--- config.mk ---
export PLATFORM = sky130hd
export DESIGN_NAME = host_port_ctrl
export DESIGN_NICKNAME = d
export VERILOG_FILES = /design/src/rtl/hpc_pkg.sv /design/src/rtl/hpc_decode.sv /design/src/rtl/hpc_offset_regs.sv /design/src/rtl/hpc_bus_drive.sv /design/src/rtl/host_port_ctrl.sv
export SDC_FILE = /design/constraint.sdc
export NUM_CORES = 1
export LEC_CHECK = 0
export BUFFER_PORTS_ARGS = -buffer_cell sky130_fd_sc_hd__buf_2
export CAP_MARGIN = 40
export CORE_UTILIZATION = 45
export CTS_CLUSTER_DIAMETER = 80
export DETAILED_ROUTE_END_ITERATION = 16
export GPL_TIMING_DRIVEN = 1
export PLACE_DENSITY = 0.8
export SYNTH_ARGS = -nofsm -noshare
export SYNTH_HDL_FRONTEND = slang
export SYNTH_HIERARCHICAL = 1
export SYNTH_SLANG_ARGS = --single-unit
--- constraint.sdc ---
create_clock -name clk_i -period 1.8 [get_ports clk_i]
set_input_delay 0.27 -clock clk_i [delete_from_list [all_inputs] [get_ports clk_i]]
set_output_delay 0.27 -clock clk_i [all_outputs]
set_load 0.005 [all_outputs]
--- src/rtl/hpc_pkg.sv ---
package hpc_pkg;
  typedef enum logic [1:0] {
    RES_FIFO = 2'd0,
    RES_BYP  = 2'd1,
    RES_OFF  = 2'd2,
    RES_NONE = 2'd3
  } res_e;

  typedef struct packed {
    logic       wr;
    logic       rd;
    res_e       res;
    logic [1:0] idx;
  } acc_t;
endpackage

--- src/rtl/hpc_decode.sv ---
module hpc_decode
  import hpc_pkg::*;
(
  input  logic       cs_ni,
  input  logic       en_ni,
  input  logic       rw_i,
  input  logic [2:0] addr_i,
  output acc_t       acc_o
);
  logic act;
  assign act = ~cs_ni & ~en_ni;

  always_comb begin
    acc_o.wr  = act & ~rw_i;
    acc_o.rd  = act & rw_i;
    acc_o.idx = addr_i[1:0];
    if (addr_i[2])               acc_o.res = RES_OFF;
    else if (addr_i[1])          acc_o.res = RES_NONE;
    else if (addr_i[0])          acc_o.res = RES_BYP;
    else                         acc_o.res = RES_FIFO;
  end
endmodule

--- src/rtl/hpc_offset_regs.sv ---
module hpc_offset_regs #(
  parameter int OFF_W   = 9,
  parameter int NUM     = 4,
  parameter int DEPTH   = 512,
  parameter int RST_VAL = 8,
  localparam int IDX_W  = $clog2(NUM)
) (
  input  logic                 clk_i,
  input  logic                 rst_ni,
  input  logic                 wr_i,
  input  logic [IDX_W-1:0]     idx_i,
  input  logic [OFF_W-1:0]     wdata_i,
  output logic [NUM*OFF_W-1:0] off_o
);
  localparam logic [OFF_W-1:0] MASK = OFF_W'(DEPTH - 1);
  localparam logic [OFF_W-1:0] RST  = OFF_W'(RST_VAL);

  for (genvar g = 0; g < NUM; g++) begin : g_off
    logic [OFF_W-1:0] q;
    always_ff @(posedge clk_i or negedge rst_ni) begin
      if (!rst_ni)                           q <= RST;
      else if (wr_i && idx_i == IDX_W'(g))   q <= wdata_i & MASK;
    end
    assign off_o[g*OFF_W +: OFF_W] = q;
  end
endmodule

--- src/rtl/hpc_bus_drive.sv ---
module hpc_bus_drive (
  input  logic clk_i,
  input  logic rst_ni,
  input  logic cs_ni,
  input  logic en_ni,
  input  logic rw_i,
  input  logic oe_ni,
  output logic drive_o
);
  logic dir_q;  // 1: port may face outward

  always_ff @(posedge clk_i or negedge rst_ni) begin
    if (!rst_ni)                     dir_q <= 1'b1;
    else if (!cs_ni && !en_ni && !rw_i) dir_q <= 1'b0;
    else if (!cs_ni && rw_i)         dir_q <= 1'b1;
  end

  assign drive_o = ~cs_ni & ~oe_ni & rw_i & dir_q;
endmodule

--- src/rtl/host_port_ctrl.sv ---
module host_port_ctrl
  import hpc_pkg::*;
#(
  parameter int DATA_W  = 18,
  parameter int OFF_W   = 9,
  parameter int DEPTH   = 512,
  parameter int OFF_RST = 8
) (
  input  logic              clk_i,
  input  logic              rst_ni,
  input  logic              cs_ni,
  input  logic [2:0]        addr_i,
  input  logic              rw_i,
  input  logic              en_ni,
  input  logic              oe_ni,
  input  logic [DATA_W-1:0] data_i,
  output logic [DATA_W-1:0] data_o,
  output logic              drive_o,
  output logic              ob_wr_req_o,
  output logic [DATA_W-1:0] ob_wr_data_o,
  input  logic              ob_full_i,
  output logic              ib_rd_req_o,
  input  logic [DATA_W-1:0] ib_rd_data_i,
  input  logic              ib_empty_i,
  output logic              mbx_sel_o,
  output logic              mbx_wr_req_o,
  output logic [DATA_W-1:0] mbx_wr_data_o,
  input  logic              mbx_full_i,
  output logic              mbx_rd_req_o,
  input  logic [DATA_W-1:0] mbx_rd_data_i,
  input  logic              mbx_empty_i,
  output logic [OFF_W-1:0]  ob_ae_off_o,
  output logic [OFF_W-1:0]  ob_af_off_o,
  output logic [OFF_W-1:0]  ib_ae_off_o,
  output logic [OFF_W-1:0]  ib_af_off_o
);
  localparam int NUM_OFF = 4;

  acc_t                     acc;
  logic [NUM_OFF*OFF_W-1:0] off_flat;
  logic [OFF_W-1:0]         off_sel;
  logic                     off_wr, off_rd;
  logic [DATA_W-1:0]        data_q;

  hpc_decode u_dec (
    .cs_ni  (cs_ni),
    .en_ni  (en_ni),
    .rw_i   (rw_i),
    .addr_i (addr_i),
    .acc_o  (acc)
  );

  assign ob_wr_req_o   = acc.wr & (acc.res == RES_FIFO) & ~ob_full_i;
  assign ob_wr_data_o  = data_i;
  assign ib_rd_req_o   = acc.rd & (acc.res == RES_FIFO) & ~ib_empty_i;
  assign mbx_sel_o     = ~cs_ni & (addr_i == 3'b001);
  assign mbx_wr_req_o  = acc.wr & (acc.res == RES_BYP) & ~mbx_full_i;
  assign mbx_wr_data_o = data_i;
  assign mbx_rd_req_o  = acc.rd & (acc.res == RES_BYP) & ~mbx_empty_i;
  assign off_wr        = acc.wr & (acc.res == RES_OFF);
  assign off_rd        = acc.rd & (acc.res == RES_OFF);

  hpc_offset_regs #(
    .OFF_W   (OFF_W),
    .NUM     (NUM_OFF),
    .DEPTH   (DEPTH),
    .RST_VAL (OFF_RST)
  ) u_off (
    .clk_i   (clk_i),
    .rst_ni  (rst_ni),
    .wr_i    (off_wr),
    .idx_i   (acc.idx),
    .wdata_i (data_i[OFF_W-1:0]),
    .off_o   (off_flat)
  );

  assign off_sel = off_flat[acc.idx*OFF_W +: OFF_W];

  // shared output register: FIFO, mailbox and offset readback
  always_ff @(posedge clk_i or negedge rst_ni) begin
    if (!rst_ni)           data_q <= '0;
    else if (ib_rd_req_o)  data_q <= ib_rd_data_i;
    else if (mbx_rd_req_o) data_q <= mbx_rd_data_i;
    else if (off_rd)       data_q <= DATA_W'(off_sel);
  end
  assign data_o = data_q;

  hpc_bus_drive u_drv (
    .clk_i   (clk_i),
    .rst_ni  (rst_ni),
    .cs_ni   (cs_ni),
    .en_ni   (en_ni),
    .rw_i    (rw_i),
    .oe_ni   (oe_ni),
    .drive_o (drive_o)
  );

  assign ob_ae_off_o = off_flat[0*OFF_W +: OFF_W];
  assign ob_af_off_o = off_flat[1*OFF_W +: OFF_W];
  assign ib_ae_off_o = off_flat[2*OFF_W +: OFF_W];
  assign ib_af_off_o = off_flat[3*OFF_W +: OFF_W];
endmodule

==> metrics.md, run 1 <==
| Metric | Value |
|---|---|
| Status | finished clean |
| WP depth | 5 |
| M2 GR Usage | 34.5% |
| Gr ovfl total | 0 |
| Vias | 2331 |
| # fillers | 579 |
| Post-synthesis async set-or-reset flop share | 100% |
| Bufs on Longest Clock Path | 2 |
| WS Path Type | input pin to primary output |
| Setup TNS Final | 0 ns |
| Die width | 85.3 µm |
| Area delta synth->final | 20.4% |
| Main synth FF type | dfrtp_1 |
| Max Clk Rate | 0.617 GHz |
| Top Usage Layer GRT | met2 |
| Initial drt markers | 53 |
| Top cell family by delay on the critical path | simple AND/OR/NAND/NOR gates |
| Layout cells sized above 1 | 62.7% |
| Hold Slack | 0.203 ns |
| # diodes | 0 |
| Post-DRT Antenna Nets | 0 |
| Starting density of the core | 47.8% |
| WL per Instance | 16.1 µm |
| Yosys cell types | 39 |
| WP data required | 1.53 ns |
| Synthesized flop and latch total | 55 |
| WP buf/inv | 3 |
| P per Cell Area | 917 nW/µm² |
| Die Area | 7280 µm² |
| Slew HR | 63.1% |
| Dpl hpwl | 5.49 mm |
| Largest net degree at the start of global routing | 56 |
| Hold depth | 3 |
| H-tree level count | 2 |
| Register area | 1380 µm² |
| Die H | 85.3 µm |
| Layout Nets | 433 |
| Crit path time final | 1.62 ns |
| CP endpoint kind | primary output |
| Fin. Hold Viols | 0 |
| # rows | 29 |
| CTS Buf Count | 5 |
| Via-per-instance ratio | 5.25 |
| Final Setup Violations | 0 |
| Max_cap viols | 0 |
| Synth Area in XOR/XNOR | 0% |
| R2R depth | 4 |
| I/O Buffers | 135 |
| P_leak | 1.89 nW |
| # hold bufs at CTS | 1 |
| TritonCTS Sinks | 55 |
| RD Place Congestion | 0.786 |
| Multi-input logic area | 1300 µm² |
| Simple-gate share of the synthesized area | 9.17% |
| Main combinational cell family by area after synthesis | multiplexers |
| Max FO, Critical Path | 7 |
| Initial antenna violation count | 0 |
| Synth Area per Inst | 12.1 µm² |
| Final core occ | 57.6% |
| Setup Skew | 0.00593 ns |
| CTS tree | yes |
| TritonRoute pass-1 iters | 4 |
| Skew-Pair Late Insertion Delay | 0.30 ns |
| Total track usage | 20.4% |
| Proportion of synthesized area in mux cells | 19.5% |
| First-pass GRT wire length | 11.6 mm |
| Final wirelength | 7.16 mm |
| Syn. warnings | 6 |
| GR Layer Usage met1 | 26.5% |
| Floorplan Core Area | 6530 µm² |
| Max Slew Vio Count | 0 |
| Tcrit/Tclk final | 90.1% |
| Area fraction in compound gates after synthesis | 12.9% |
| Syn_nets | 325 |
| Post-CTS sizing | 0 |
| Worst setup SP type | input pin |
| CP max stage cell | nor4b_1 |
| Slowest cell delay on critical path | 0.38 ns |
| EDFF count, synth | 0 |
| Maximum vdd drop | 473 µV |
| Post-Synth Adder-Cell Area | 0% |
| Worst Hold Class | input pin to register |
| CTS root buffer | clkbuf_8 |
| Drt drc | 0 |
| WP data arrival | 1.35 ns |
| Vias in the first global route | 2317 |
| Worst Max-Slew Pin Slew | 0.552 ns |
| RSZ-0062 raised after global routing | false |
| Post-Syn Area | 3120 µm² |
| Clock slew at reported path FFs | 0.10 ns |
| Met3 usage | 3.79% |
| Total power | 3.45 mW |
| Critical-path cell list | buf_2, or2_1, buf_4, nor4b_1, buf_2 |
| Post-CTS Setup Inserts | 0 |
| Cell repeated most along the worst path | buf_2 |
| # IOs | 163 |
| Synthesized instance count | 258 |
| Seq/Total Area, Yosys | 44.3% |
-- cell families after synthesis --
family / Yosys count
multiplexers: 45
AND/OR/NAND/NOR: 29
flip-flops: 55
AO/OA/AOI/OAI: 62
buffers and inverters: 67
-- stage by stage --
| step | std cells | cell area [µm²] | setup slack, ns |
|---|---|---|---|
| detailed placement | 435 | 3630 | 0.0270 |
| finish | 444 | 3760 | 0.179 |
| global route | 444 | 3760 | 0.130 |
| floorplan | 258 | 3130 | 0.0295 |
| CTS | 444 | 3760 | 0.182 |
| global placement | 435 | 3630 | 0.104 |
-- report_power, final --
group          switching, mW  internal (mW)
Sequential             0.169           1.51
Combinational          0.385          0.546
Clock                  0.417          0.422
-- cells in the mapped netlist, types with 2 or more instances --
library cell / instances / area, µm²
inv_1: 11 / 41.3
mux4_2: 9 / 203
a22o_1: 9 / 78.8
o21a_1: 2 / 15.0
or2b_2: 8 / 70.1
nor4b_1: 2 / 17.5
a22oi_1: 9 / 67.6
nor3b_2: 2 / 25.0
mux2_2: 36 / 405
nor2_2: 2 / 12.5
nand2b_4: 2 / 27.5
clkinv_1: 9 / 33.8
dfrtp_1: 50 / 1250
a21oi_1: 19 / 95.1
dfstp_2: 5 / 131
buf_6: 2 / 22.5
o21ai_0: 2 / 10.0
buf_4: 41 / 308
nand3b_2: 2 / 22.5
o21ai_1: 9 / 45.0
o22ai_1: 9 / 56.3
-- cells in the final DEF, fill, tap and decap left out, drive strengths merged --
| master | n |
|---|---|
| nand3 | 1 |
| mux4 | 9 |
| inv | 12 |
| nor4b | 3 |
| o22ai | 9 |
| buf | 147 |
| clkbuf | 5 |
| dlygate4sd3 | 1 |
| mux2 | 36 |
| nor4bb | 1 |
| or2b | 8 |
| a22o | 9 |
| o21ba | 1 |
| or2 | 1 |
| dfstp | 5 |
| a22oi | 9 |
| nor3 | 2 |
| nand2b | 3 |
| clkinv | 10 |
| o21ai | 13 |
| nor3b | 3 |
| nand3b | 2 |
| a21oi | 19 |
| nor2 | 4 |
| o21a | 2 |
| dfrtp | 50 |
| bufinv | 1 |
| nor2b | 1 |
-- routing by layer --
layer  vias to the layer above  part of all wire (%)
li1                       1109                     -
met1                      1118                    42
met2                        83                    50
met3                        21                   6.2
met4                         0                   1.9
met5                         -                     0
-- tightest hold or removal path, stage by stage --
cell and delay [ns]:
buf_2 0.07, a22oi_1 0.05, o21ai_1 0.07
-- registers in the layout, summed over array words and instances, names as in the netlist --
register	cells
u_off/g_off.q	36
data_o	18
u_drv/dir_q	1
-- path summary, 6_finish.rpt --
kind                                      from                  end  slack [ns]
setup / recovery                     addr_i[1]          ob_wr_req_o        0.18
hold / removal               mbx_rd_data_i[14]           data_o[14]        0.20
setup reg to reg           u_off/g_off[3].q[2]            data_o[2]        0.44
hold reg to reg                      data_o[6]            data_o[6]        0.51
max in group asynchronous               rst_ni  u_off/g_off[0].q[3]        1.03
min in group asynchronous               rst_ni  u_off/g_off[0].q[0]        0.47
-- cell type report --
class                   instances  share of cell area [%]
repair buffers                148                    21.0
clock inverters                 3                    1.26
flip-flops and latches         55                    36.8
inverters                      20                    2.00
well taps                      77                    2.56
multi-input cells             136                    34.6
clock buffers                   5                    1.83
Note: power is estimated with default switching activity, not from simulation.
==> run 2: changes to the inputs <==
CORE_ASPECT_RATIO = 1.4   (was unset)
==> metrics.md, run 2 (synthesized netlist as in run 1, its figures left out) <==
| Metric | Value |
|---|---|
| Status | finished clean |
| Layout cells sized above 1 | 62.6% |
| Slew HR | 58.0% |
| P per Cell Area | 914 nW/µm² |
| Max Clk Rate | 0.591 GHz |
| Internal power | 2.48 mW |
| Dpl hpwl | 5.96 mm |
| Top reg by flops | u_off/g_off.q |
| Die width | 72.4 µm |
| Gr ovfl total | 0 |
| Initial antenna violation count | 0 |
| Maximum vdd drop | 532 µV |
| Post-CTS sizing | 0 |
| Setup TNS Final | 0 ns |
| Clock slew at reported path FFs | 0.10 ns |
| Clock power frac | 24.2% |
| Final Setup Violations | 0 |
| Max Slew Vio Count | 0 |
| WP data required | 1.53 ns |
| Worst setup SP type | input pin |
| Sw Ratio | 28.5% |
| TritonCTS Sinks | 55 |
| Starting density of the core | 46.9% |
| Vias | 2378 |
| # diodes | 0 |
| Largest net degree at the start of global routing | 37 |
| Die H | 101 µm |
| Commonest non-fill, non-tap cell in the layout | buf_2 |
| Initial drt markers | 80 |
| CTS Buf Count | 5 |
| Max FO, Critical Path | 7 |
| Layout Nets | 435 |
| Max_cap viols | 0 |
| Drt drc | 0 |
| Reg power frac | 48.8% |
| Skew-Pair Late Insertion Delay | 0.31 ns |
| Max FFs per register | 36 |
| M2 GR Usage | 37.7% |
| Setup Skew | 0.0136 ns |
| Post-DRT Antenna Nets | 0 |
| Top Usage Layer GRT | met2 |
| Vias in the first global route | 2392 |
| Via-per-instance ratio | 5.16 |
| # fillers | 585 |
| Bufs on Longest Clock Path | 2 |
| RD Place Congestion | 0.824 |
| Floorplan Core Area | 6660 µm² |
| Worst Max-Slew Pin Slew | 0.628 ns |
| Worst Hold Class | input pin to register |
| Area delta synth->final | 21.4% |
| Total track usage | 21.0% |
| Fin. Hold Viols | 0 |
| GR Layer Usage met1 | 24.2% |
| P_leak | 1.90 nW |
| CP endpoint kind | primary output |
| Sw power | 0.988 mW |
| Tcrit/Tclk final | 94.1% |
| H-tree level count | 2 |
| CTS root buffer | clkbuf_8 |
| WL per Instance | 16.4 µm |
| First-pass GRT wire length | 11.7 mm |
| RSZ-0062 raised after global routing | false |
| # rows | 35 |
| WS Path Type | input pin to primary output |
| Final wirelength | 7.54 mm |
| Total power | 3.47 mW |
| # IOs | 163 |
| Die Area | 7280 µm² |
| Crit path time final | 1.69 ns |
| Most frequent cells in the layout | 135 x buf_2, 50 x dfrtp_1, 36 x mux2_2, 19 x a21oi_1, 13 x buf_4 |
| Comb power frac | 27.1% |
| WP data arrival | 1.42 ns |
| Met3 usage | 3.80% |
| TritonRoute pass-1 iters | 4 |
| CTS tree | yes |
| I/O Buffers | 135 |
[run 2: cell types whose count changed in the layout (fill, tap and decap cells not counted), sizes merged]
cell    before  now
clkbuf       5    6
buf        147  149
clkinv      10    9
[run 2: metal layers]
metal | vias up | routed length (µm)
met2 | 91 | 4030
met5 | - | 0
met1 | 1162 | 2930
met3 | 19 | 417
li1 | 1106 | -
met4 | 0 | 163
[run 2: path summary, 6_finish.rpt]
path | startpoint | endpoint | slack (ns) | cells after the start
min in group asynchronous | rst_ni | data_o[0] | 0.46 | 2
worst max-delay path | addr_i[1] | ib_rd_req_o | 0.11 | 6
worst max register to register | u_off/g_off[3].q[7] | data_o[7] | 0.45 | 4
worst min-delay path | mbx_rd_data_i[15] | data_o[15] | 0.19 | 3
max in group asynchronous | rst_ni | u_off/g_off[0].q[3] | 0.73 | 3
worst min register to register | data_o[0] | data_o[0] | 0.51 | 1
[run 2: worst max-delay path, cell delays in order]
cell	delay, ns
buf_2	0.12
or2_1	0.24
buf_4	0.17
nand2b_4	0.17
nor3_4	0.27
buf_2	0.18
[run 2: repair_timing]
action                                 CTS  global route
buffers inserted                         0             0
endpoints found under the hold margin   18             0
hold buffers                             1             0
[run 2: cell type report]
type                            count  area (µm²)  share of cell area, %
Tap cell                           92         115                   3.04
Clock buffer                        6        72.6                   1.91
Multi-Input combinational cell    136        1300                   34.4
Sequential cell                    55        1380                   36.5
Inverter                           20        75.1                   1.98
Clock inverter                      2        38.8                   1.02
Timing Repair Buffer              150         803                   21.2
[run 2: stage by stage]
stage	cells	util [%]	area, µm²	setup WS [ns]	hold WS [ns]
after CTS	461	56.9	3790	0.0993	0.187
after floorplan	258	-	3130	0.0295	-0.0256
final	461	56.9	3790	0.107	0.191
after global placement	452	55.1	3670	0.100	0.257
after global routing	461	56.9	3790	0.0334	0.209
after detailed placement	452	55.1	3670	0.0813	0.262
[run 2: power by group through the flow]
stage | Sequential [mW] | Clock [mW] | Combinational (mW)
2_1_floorplan | 1.70 | 0 | 0.513
3_3_place_gp | 1.70 | 0 | 0.919
3_5_place_dp | 1.72 | 0 | 0.947
4_1_cts | 1.69 | 0.846 | 0.952
5_1_grt | 1.73 | 0.894 | 1.03
6_report | 1.69 | 0.837 | 0.938
